`src/rtl/irc_pkg.sv`:
```
package irc_pkg;
  localparam int NUM_SRC_DEF = 64;
  localparam int ADDR_W_DEF  = 12;
  localparam int DATA_W_DEF  = 32;
  localparam int IRQ_BIT     = 5;
  localparam int FIQ_BIT     = 6;
  localparam int SEL_OFFSET  = 'h104;

  typedef struct packed {
    logic fiq;
    logic irq;
  } route_t;
endpackage

```
`src/rtl/irc_sync.sv`:
```
module irc_sync #(
  parameter int W      = 64,
  parameter int STAGES = 2
) (
  input  logic         clk,
  input  logic         rst_n,
  input  logic [W-1:0] d,
  output logic [W-1:0] q
);
  logic [W-1:0] chain [STAGES];

  generate
    for (genvar s = 0; s < STAGES; s++) begin : g_stage
      always_ff @(posedge clk) begin
        if (!rst_n) chain[s] <= '0;
        else if (s == 0) chain[s] <= d;
        else chain[s] <= chain[(s == 0) ? 0 : s - 1];
      end
    end
  endgenerate

  assign q = chain[STAGES-1];
endmodule

```
`src/rtl/irc_cfg_bank.sv`:
```
module irc_cfg_bank
  import irc_pkg::*;
#(
  parameter int NUM_SRC = 64,
  localparam int ID_W   = $clog2(NUM_SRC)
) (
  input  logic               clk,
  input  logic               rst_n,
  input  logic               we,
  input  logic [ID_W-1:0]    widx,
  input  route_t             wroute,
  input  logic [ID_W-1:0]    ridx,
  output route_t             rroute,
  output logic [NUM_SRC-1:0] irq_en,
  output logic [NUM_SRC-1:0] fiq_en
);
  route_t regs [NUM_SRC];

  generate
    for (genvar i = 0; i < NUM_SRC; i++) begin : g_word
      always_ff @(posedge clk) begin
        if (!rst_n) regs[i] <= '0;
        else if (we && (widx == ID_W'(i))) regs[i] <= wroute;
      end
      assign irq_en[i] = regs[i].irq;
      assign fiq_en[i] = regs[i].fiq;
    end
  endgenerate

  assign rroute = regs[ridx];
endmodule

```
`src/rtl/irc_select.sv`:
```
module irc_select #(
  parameter int NUM_SRC = 64,
  localparam int ID_W   = $clog2(NUM_SRC)
) (
  input  logic [NUM_SRC-1:0] src,
  input  logic [NUM_SRC-1:0] irq_en,
  input  logic [NUM_SRC-1:0] fiq_en,
  output logic               irq,
  output logic               fiq,
  output logic               pend,
  output logic [ID_W-1:0]    id
);
  logic [NUM_SRC-1:0] irq_act;
  logic [NUM_SRC-1:0] fiq_act;

  assign irq_act = src & irq_en;
  assign fiq_act = src & fiq_en;
  assign irq     = |irq_act;
  assign fiq     = |fiq_act;

  always_comb begin
    pend = 1'b0;
    id   = '0;
    for (int i = NUM_SRC - 1; i >= 0; i--) begin
      if (irq_act[i]) begin
        pend = 1'b1;
        id   = ID_W'(i);
      end
    end
  end
endmodule

```
`src/rtl/irc_top.sv`:
```
module irc_top
  import irc_pkg::*;
#(
  parameter int NUM_SRC     = NUM_SRC_DEF,
  parameter int ADDR_W      = ADDR_W_DEF,
  parameter int DATA_W      = DATA_W_DEF,
  parameter int SYNC_STAGES = 2
) (
  input  logic               clk,
  input  logic               rst_n,
  input  logic [NUM_SRC-1:0] src_in,
  input  logic               req_valid,
  output logic               req_ready,
  input  logic               req_write,
  input  logic [ADDR_W-1:0]  req_addr,
  input  logic [DATA_W-1:0]  req_wdata,
  output logic               rsp_valid,
  input  logic               rsp_ready,
  output logic [DATA_W-1:0]  rsp_rdata,
  output logic               irq_out,
  output logic               fiq_out
);
  localparam int ID_W   = $clog2(NUM_SRC);
  localparam int WORD_W = ADDR_W - 2;
  localparam logic [WORD_W-1:0] NSRC_WORD = WORD_W'(NUM_SRC);
  localparam logic [WORD_W-1:0] SEL_WORD  = WORD_W'(SEL_OFFSET / 4);

  logic [NUM_SRC-1:0] src_s;
  logic [NUM_SRC-1:0] irq_en;
  logic [NUM_SRC-1:0] fiq_en;
  logic [WORD_W-1:0]  word;
  logic               accept;
  logic               cfg_hit;
  logic               sel_hit;
  logic               cfg_we;
  route_t             wroute;
  route_t             rroute;
  logic               sel_pend;
  logic [ID_W-1:0]    sel_id;
  logic [DATA_W-1:0]  rd_mux;

  irc_sync #(.W(NUM_SRC), .STAGES(SYNC_STAGES)) u_sync (
    .clk(clk), .rst_n(rst_n), .d(src_in), .q(src_s)
  );

  assign word    = req_addr[ADDR_W-1:2];
  assign cfg_hit = (word < NSRC_WORD);
  assign sel_hit = (word == SEL_WORD);
  assign accept  = req_valid && req_ready;
  assign cfg_we  = accept && req_write && cfg_hit;
  assign wroute  = '{fiq: req_wdata[FIQ_BIT], irq: req_wdata[IRQ_BIT]};

  irc_cfg_bank #(.NUM_SRC(NUM_SRC)) u_cfg (
    .clk(clk), .rst_n(rst_n), .we(cfg_we), .widx(word[ID_W-1:0]),
    .wroute(wroute), .ridx(word[ID_W-1:0]), .rroute(rroute),
    .irq_en(irq_en), .fiq_en(fiq_en)
  );

  irc_select #(.NUM_SRC(NUM_SRC)) u_sel (
    .src(src_s), .irq_en(irq_en), .fiq_en(fiq_en),
    .irq(irq_out), .fiq(fiq_out), .pend(sel_pend), .id(sel_id)
  );

  always_comb begin
    rd_mux = '0;
    if (cfg_hit) begin
      rd_mux[IRQ_BIT] = rroute.irq;
      rd_mux[FIQ_BIT] = rroute.fiq;
    end else if (sel_hit) begin
      rd_mux[ID_W]     = sel_pend;
      rd_mux[ID_W-1:0] = sel_id;
    end
  end

  assign req_ready = !rsp_valid || rsp_ready;

  always_ff @(posedge clk) begin
    if (!rst_n) begin
      rsp_valid <= 1'b0;
      rsp_rdata <= '0;
    end else if (accept && !req_write) begin
      rsp_valid <= 1'b1;
      rsp_rdata <= rd_mux;
    end else if (rsp_valid && rsp_ready) begin
      rsp_valid <= 1'b0;
    end
  end
endmodule

```
`config.mk`:
```
export PLATFORM = sky130hd
export DESIGN_NAME = irc_top
export DESIGN_NICKNAME = d
export VERILOG_FILES = /design/src/rtl/irc_pkg.sv /design/src/rtl/irc_sync.sv /design/src/rtl/irc_cfg_bank.sv /design/src/rtl/irc_select.sv /design/src/rtl/irc_top.sv
export SDC_FILE = /design/constraint.sdc
export NUM_CORES = 1
export LEC_CHECK = 0
export BUFFER_PORTS_ARGS = -buffer_cell sky130_fd_sc_hd__buf_2
export CAP_MARGIN = 20
export CORE_MARGIN = 2
export CORE_UTILIZATION = 38
export DETAILED_ROUTE_END_ITERATION = 10
export RECOVER_POWER = 100
export SLEW_MARGIN = 25
export SYNTH_ARGS = -nofsm -noshare
export SYNTH_HDL_FRONTEND = slang
export SYNTH_SLANG_ARGS = --single-unit
```
`constraint.sdc`:
```
create_clock -name clk -period 3.2 [get_ports clk]
set_clock_uncertainty 0.15 [all_clocks]
set_input_delay 0.48 -clock clk [delete_from_list [all_inputs] [get_ports clk]]
set_output_delay 0.48 -clock clk [all_outputs]
set_load 0.005 [all_outputs]
```
==> results of run 1 <==
[state kept, by name, indices dropped and copies added (netlist names)]
| name | flops |
|---|---|
| rsp_valid | 1 |
| u_cfg.regs | 128 |
| u_sync.chain | 128 |
| rsp_rdata | 7 |
[cells by family after synthesis]
kind of cell | after synthesis | synth area share
AOI/OAI and AO/OA | 213 | 0.127
buffers and inverters | 95 | 0.0466
and+or+nand+nor | 442 | 0.192
DFF | 264 | 0.567
muxes | 51 | 0.0665
other | 1 | 0.000324
[through the flow]
stage / util / setup WS (ps)
2_1_floorplan: - / 784
3_3_place_gp: 0.417 / 335
3_5_place_dp: 0.417 / 294
4_1_cts: 0.471 / 16.4
5_1_grt: 0.468 / 1.87
6_report: 0.468 / 15.8
[cell usage after synthesis, types with 2 or more instances]
library cell / number
edfxtp_1: 128
a41oi_1: 2
and3_1: 3
mux2i_1: 33
and2_1: 133
mux4_2: 9
clkbuf_1: 52
a22o_1: 23
buf_4: 26
nand2b_1: 10
a211o_1: 2
nand2_1: 71
a21oi_1: 14
buf_2: 4
or3_1: 4
nor3_1: 9
o211ai_1: 4
nor3_2: 3
nand3_1: 33
a31oi_1: 4
nor2b_1: 8
dfxtp_1: 136
or4_1: 2
a32o_1: 5
mux4_1: 9
a222oi_1: 2
nand4_1: 12
buf_12: 4
nor2_1: 143
buf_6: 2
a32oi_1: 8
inv_1: 6
o21ai_1: 6
a22oi_1: 36
a221oi_1: 19
o21ai_0: 69
or2_2: 3
o31ai_1: 3
a211oi_1: 5
[layer usage]
metal	GRT usage	share of wire	wire length, microns
met1	0.307	0.40	14600
met2	0.356	0.45	16400
met3	0.0482	0.10	3750
met4	0.0993	0.048	1750
met5	0	0	0
[area by class of cell]
cell class                      instances  area share
Tap cell                              390      0.0350
Multi-Input combinational cell        731       0.330
Clock buffer                           40      0.0603
Clock inverter                         12     0.00665
Sequential cell                       264       0.471
Inverter                                6     0.00162
Timing Repair Buffer                  196      0.0949
[repair_timing]
action	in CTS	in global routing
endpoints found under the setup margin	2	2
resized for setup	4	6
gates cloned	0	0
hold buffers	63	0
pin swaps	0	1
buffers inserted	0	0
hold endpoints to repair	63	0
[cell usage in the layout (no fill, tap or decap), types with 3 or more instances in the layout]
master	count
clkinv_2	7
and2_1	89
or3_1	4
a211oi_1	5
a22o_1	23
clkbuf_1	31
mux4_1	9
buf_4	18
and2_0	44
a31oi_1	4
or2_2	3
o31ai_1	3
and3_1	3
dlygate4sd3_1	63
a221oi_1	16
a32o_1	5
nand3_1	32
clkbuf_8	5
dfxtp_1	136
o211ai_1	4
nand2b_1	10
nor2_1	143
nand4_1	12
a21oi_1	14
a221oi_2	3
mux2i_1	33
conb_1	25
nand2_1	71
clkbuf_16	30
inv_1	6
nor2b_1	8
buf_2	86
a22oi_2	3
edfxtp_1	128
a22oi_1	33
nor3_1	10
a32oi_1	8
o21ai_0	74
mux4_2	9
[how the worst max path moves through the flow]
stage / from / to / cells after the start / slack (ps)
6_report: u_cfg.regs[4][1]$_SDFFCE_PN0P_ / fiq_out / 5 / 20
5_1_grt: u_cfg.regs[34][1]$_SDFFCE_PN0P_ / fiq_out / 5 / 2
4_1_cts: u_cfg.regs[0][1]$_SDFFCE_PN0P_ / fiq_out / 5 / 20
3_5_place_dp: req_addr[9] / u_cfg.regs[26][0]$_SDFFCE_PN0P_ / 8 / 290
3_3_place_gp: req_addr[9] / u_cfg.regs[26][0]$_SDFFCE_PN0P_ / 8 / 340
2_1_floorplan: req_addr[9] / u_cfg.regs[28][0]$_SDFFCE_PN0P_ / 7 / 780
[where the power goes]
part           switching [W]  leakage (nW)  total [W]  internal [W]
clock                0.00130         0.470    0.00321       0.00190
sequential          0.000104          2.50    0.00376       0.00365
combinational       0.000317          2.32   0.000581      0.000263
total                0.00172          5.29    0.00755       0.00582
==> results_dict.tcl, run 1 <==
set metrics [dict create \
    synthTopCellsByArea "edfxtp_1 33%, dfxtp_1 24%, and2_1 7.2%, nor2_1 4.6%, o21ai_0 3.0%" \
    power_w 0.00755 \
    path_delay_family "simple AND/OR/NAND/NOR gates" \
    initial_core_util 0.389 \
    drtIter0Drc 1093 \
    grt_pass1_vias 8659 \
    gp_congestion 1.01 \
    fill_cells 2801 \
    worst_r2r_endpoint "u_cfg.regs[20][1]$_SDFFCE_PN0P_" \
    reg2reg_slack_ps 420 \
    rsz0062_at_grt "true" \
    synth.cell_area_sq_um 11600 \
    hold_ws_ps 27.3 \
    p_per_area_nw_per_um2 542 \
    reg2reg_from "rsp_valid$_SDFFE_PN0P_" \
    placed_area_sq_um 12400 \
    dp_cells 1524 \
    drive_gt1_frac 0.147 \
    fmax_mhz 314 \
    cts_buffers 28 \
    crit_required_ps 2570 \
    post-dp-hpwl_microns 26700 \
    worstSkewPairLatency_ps 550 \
    core_sq_um 29800 \
    firstDrtPassIters 6 \
    die_w_microns 179 \
    antenna_left 0 \
    yosysSeqAreaShare 0.567 \
    die_area_sq_um 31900 \
    synthArstFlopShare 0 \
    rr_worst_depth 7 \
    final_cells 1639 \
    crit_fanout 2 \
    placementRows 63 \
    via_per_inst 5.63 \
    post-route-period-util 0.995 \
    path_cells "a22o_1 > a221oi_2 > nand4_1 > or4_1 > buf_2" \
    cp-start-kind "flip-flop" \
    clock-sinks 264 \
    hold_violations 0 \
    synth-edff-count 128 \
    htree_levels 1 \
    synth_cell_types 60 \
    multi_input_area_sq_um 4600 \
    holdPathStages 2 \
    cts_tree "yes" \
    grt_util_all_layers 0.228 \
    cts-root-buf "clkbuf_16" \
    synth_top_area_frac 0.332 \
    cp_slowest_cell "or4_1" \
    grt_max_degree 78 \
    vias 9227 \
    post-route-drc-count 0 \
    tightest_slew_ps 1930 \
    ir_drop_uv 402 \
    cp.arrival_ps 2550 \
    ys.flop_type "dfxtp_1" \
    nets 1340 \
    relSlewSlack -0.287 \
    grt_pass1_wl_microns 53300 \
    hold_path_class "in -> reg" \
    final-seq-area_sq_um 6570 \
    fin_crit_ps 3180 \
    p_leak_nw 5.29 \
    setup_viol 0 \
    io_buffers 91 \
    wl_per_cell_microns 22.2 \
    n_antenna_cell 0 \
    avgSynthCellArea_sq_um 10.9 \
    path_clk_slew_ps 60 \
    syn_to_final_growth_pct 20.4 \
    slew_violations 110 \
    fin_area_sq_um 13900 \
    cts_buffer_depth 3 \
    ys_warn_count 0 \
    die_height_microns 179 \
    status "finished with violations" \
    critPathKind "reg -> out" \
    hold_end "u_sync.chain[0][44]$_SDFF_PN0_" \
    ioPinCount 149 \
    antenna_found_initial 0 \
    path_buf_inv 1 \
    yosysTopAreaCell "edfxtp_1" \
    synth_seq_cells 264 \
    violations "max-capacitance violations, max-slew violations" \
    overflow 0 \
    hp-start "src_in[44]" \
    slowest_delay_ps 620 \
    setup_tns_ps 0 \
    timing.max_cap.violations 2 \
    endpoint_kind "primary output" \
    synthCells 1066 \
    wirelength_microns 36400 \
]
(Power assumes the default switching activity.)
==> inputs of run 2 (changes only) <==
- SYNTH_HIERARCHICAL: unset -> 1
==> run 2 against run 1 <==
  * The flow now finishes without violations
  * First-iteration DRC count increased by 8.9%
  * Area after synthesis increased by 0.83%
  * Clock-buffer cell count decreased by 5
  * Combinational power increased by 6.2%
  * Highest routed layer unchanged
==> results_dict.tcl, run 2 <==
set metrics [dict create \
    grt_pass1_vias 8847 \
    path_delay_family "simple AND/OR/NAND/NOR gates" \
    slew_violations 0 \
    fin_area_sq_um 14100 \
    grt_max_degree 66 \
    mostFrequentLayoutCells "143 x nor2_1, 136 x dfxtp_1, 128 x edfxtp_1" \
    crit_fanout 2 \
    hold_violations 0 \
    status "complete, no violations" \
    reg2reg_slack_ps 580 \
    p_per_area_nw_per_um2 540 \
    worstSkewPairLatency_ps 550 \
    vias 9247 \
    post-route-drc-count 0 \
    synth_seq_cells 264 \
    antenna_left 0 \
    ir_drop_uv 388 \
    ys_warn_count 6 \
    drive_gt1_frac 0.189 \
    final-seq-area_sq_um 6570 \
    clock-sinks 264 \
    gr-usage-met3 0.0481 \
    synthTopCellsByArea "edfxtp_1 33%, dfxtp_1 23%, and2_1 5.6%, nor2_1 4.6%, mux4_2 3.5%" \
    synth-edff-count 128 \
    htree_levels 1 \
    cp-start-kind "flip-flop" \
    tightest_slew_ps 1130 \
    cts_tree "yes" \
    busiest_layer "met2" \
    n_antenna_cell 0 \
    hold_path_class "in -> reg" \
    placed_area_sq_um 12600 \
    critPathKind "reg -> out" \
    initial_core_util 0.384 \
    cts_buffer_depth 3 \
    die_w_microns 179 \
    use_met1 0.312 \
    core_sq_um 30400 \
    ioPinCount 149 \
    post-dp-hpwl_microns 28100 \
    grt_pass1_wl_microns 55200 \
    syn_to_final_growth_pct 20.4 \
    synth_common_cells "143 x nor2_1, 136 x dfxtp_1, 128 x edfxtp_1" \
    fin_crit_ps 3140 \
    layout_commonest_cell "nor2_1" \
    p_leak_nw 5.31 \
    gp_congestion 1.01 \
    fill_cells 2863 \
    path_buf_inv 1 \
    firstDrtPassIters 6 \
    overflow 0 \
    antenna_found_initial 1 \
    synth_cell_types 68 \
    multi_input_area_sq_um 4620 \
    final_cells 1643 \
    via_per_inst 5.63 \
    path_cells "a22o_1 > a221oi_1 > nand4_1 > or4_4 > buf_2" \
    timing.max_cap.violations 0 \
    ys.flop_type "dfxtp_1" \
    synth.cell_area_sq_um 11700 \
    drtIter0Drc 1190 \
    top_regs "u_cfg/regs x128, u_sync/chain x128, rsp_rdata x7" \
    dp_cells 1529 \
    wl_per_cell_microns 23.1 \
    met2_usage 0.382 \
    grt_util_all_layers 0.236 \
    nets 1338 \
    synth.most_common_cell "nor2_1" \
    synthCells 1056 \
    cp.depth 5 \
    synthArstFlopShare 0 \
    yosysSeqAreaShare 0.562 \
    cts_buffers 28 \
    power_w 0.00759 \
    rr_worst_depth 5 \
    holdPathStages 2 \
    wirelength_microns 38000 \
    avgSynthCellArea_sq_um 11.1 \
    crit_required_ps 2570 \
    synth_top_area_frac 0.329 \
    die_area_sq_um 32100 \
    cp_slowest_cell "or4_4" \
    placementRows 64 \
    fmax_mhz 318 \
    path_clk_slew_ps 60 \
    io_buffers 91 \
    cp.arrival_ps 2510 \
    post-route-period-util 0.982 \
    endpoint_kind "primary output" \
    slowest_delay_ps 590 \
    relSlewSlack 0.248 \
    setup_viol 0 \
    die_height_microns 179 \
    cts-root-buf "clkbuf_16" \
    yosysTopAreaCell "edfxtp_1" \
]
run 2: cell count changes after synthesis, moves of 15 or more:
| cell | delta |
|---|---|
| mux2i_1 | -28 |
| and2_1 | -28 |
| and2_2 | +27 |
| a22oi_1 | -17 |
| clkbuf_1 | -16 |
| buf_6 | +15 |
run 2: worst paths after layout:
| check | start | to |
|---|---|---|
| worst min-delay path | src_in[61] | u_sync/chain[0][61]$_SDFF_PN0_ |
| worst max-delay path | u_cfg/regs[47][1]$_SDFFCE_PN0P_ | fiq_out |
| worst max register to register | rsp_valid$_SDFFE_PN0P_ | u_cfg/regs[29][1]$_SDFFCE_PN0P_ |
| worst min register to register | u_sync/chain[0][24]$_SDFF_PN0_ | u_sync/chain[1][24]$_SDFF_PN0_ |
run 2: worst reg2reg max path, cell delays in order, from the launching register on:
cell and delay [ps]:
dfxtp_1 310, nand2b_1 100, and4_1 490, nand2_1 120
or2_0 610, o21ai_0 510
run 2: report_power, final:
group	internal (W)	switching (W)
sequential	0.00365	0.000105
clock	0.00182	0.00140
combinational	0.000282	0.000335
total	0.00575	0.00184
run 2: area by class of cell:
type,count,share of cell area
clock inverters,17,0.00837
inverters,3,0.000801
flip-flops and latches,264,0.467
clock buffers,35,0.0577
multi-input cells,723,0.329
repair buffers,205,0.102
well taps,396,0.0353
run 2: timing repair:
| action | 4_1_cts | 5_1_grt |
|---|---|---|
| setup endpoints to repair | 2 | 2 |
| hold buffers | 61 | 0 |
| pin swaps | 0 | 0 |
| resized for setup | 3 | 3 |
| cloned | 0 | 0 |
| buffers inserted | 0 | 1 |
| endpoints found under the hold margin | 61 | 0 |
run 2: cell families (layout without fill, tap and decap cells):
group / count (synthesis) / in the layout / share of synthesized area
simple gates: 448 / 448 / 0.196
flops: 264 / 264 / 0.562
compound gates: 213 / 213 / 0.124
buf+inv: 93 / 260 / 0.0516
mux: 37 / 37 / 0.0654
other cells: 1 / 25 / 0.000321
run 2: stage by stage:
stage                     setup TNS (ps)   util  worst slack, ps  hold WS, ps
final                                  0  0.462             58.8         6.42
after global routing               -12.6  0.462            -12.6         12.0
after CTS                              0  0.464             17.4         2.21
after detailed placement               0  0.413              205          268
after global placement                 0  0.413              305          271
after floorplan                        0      -              779          262
run 2: routing by layer:
layer	vias up	wire length, microns
li1	4133	-
met2	508	17900
met5	-	0
met4	0	1260
met3	74	3540
met1	4532	15300
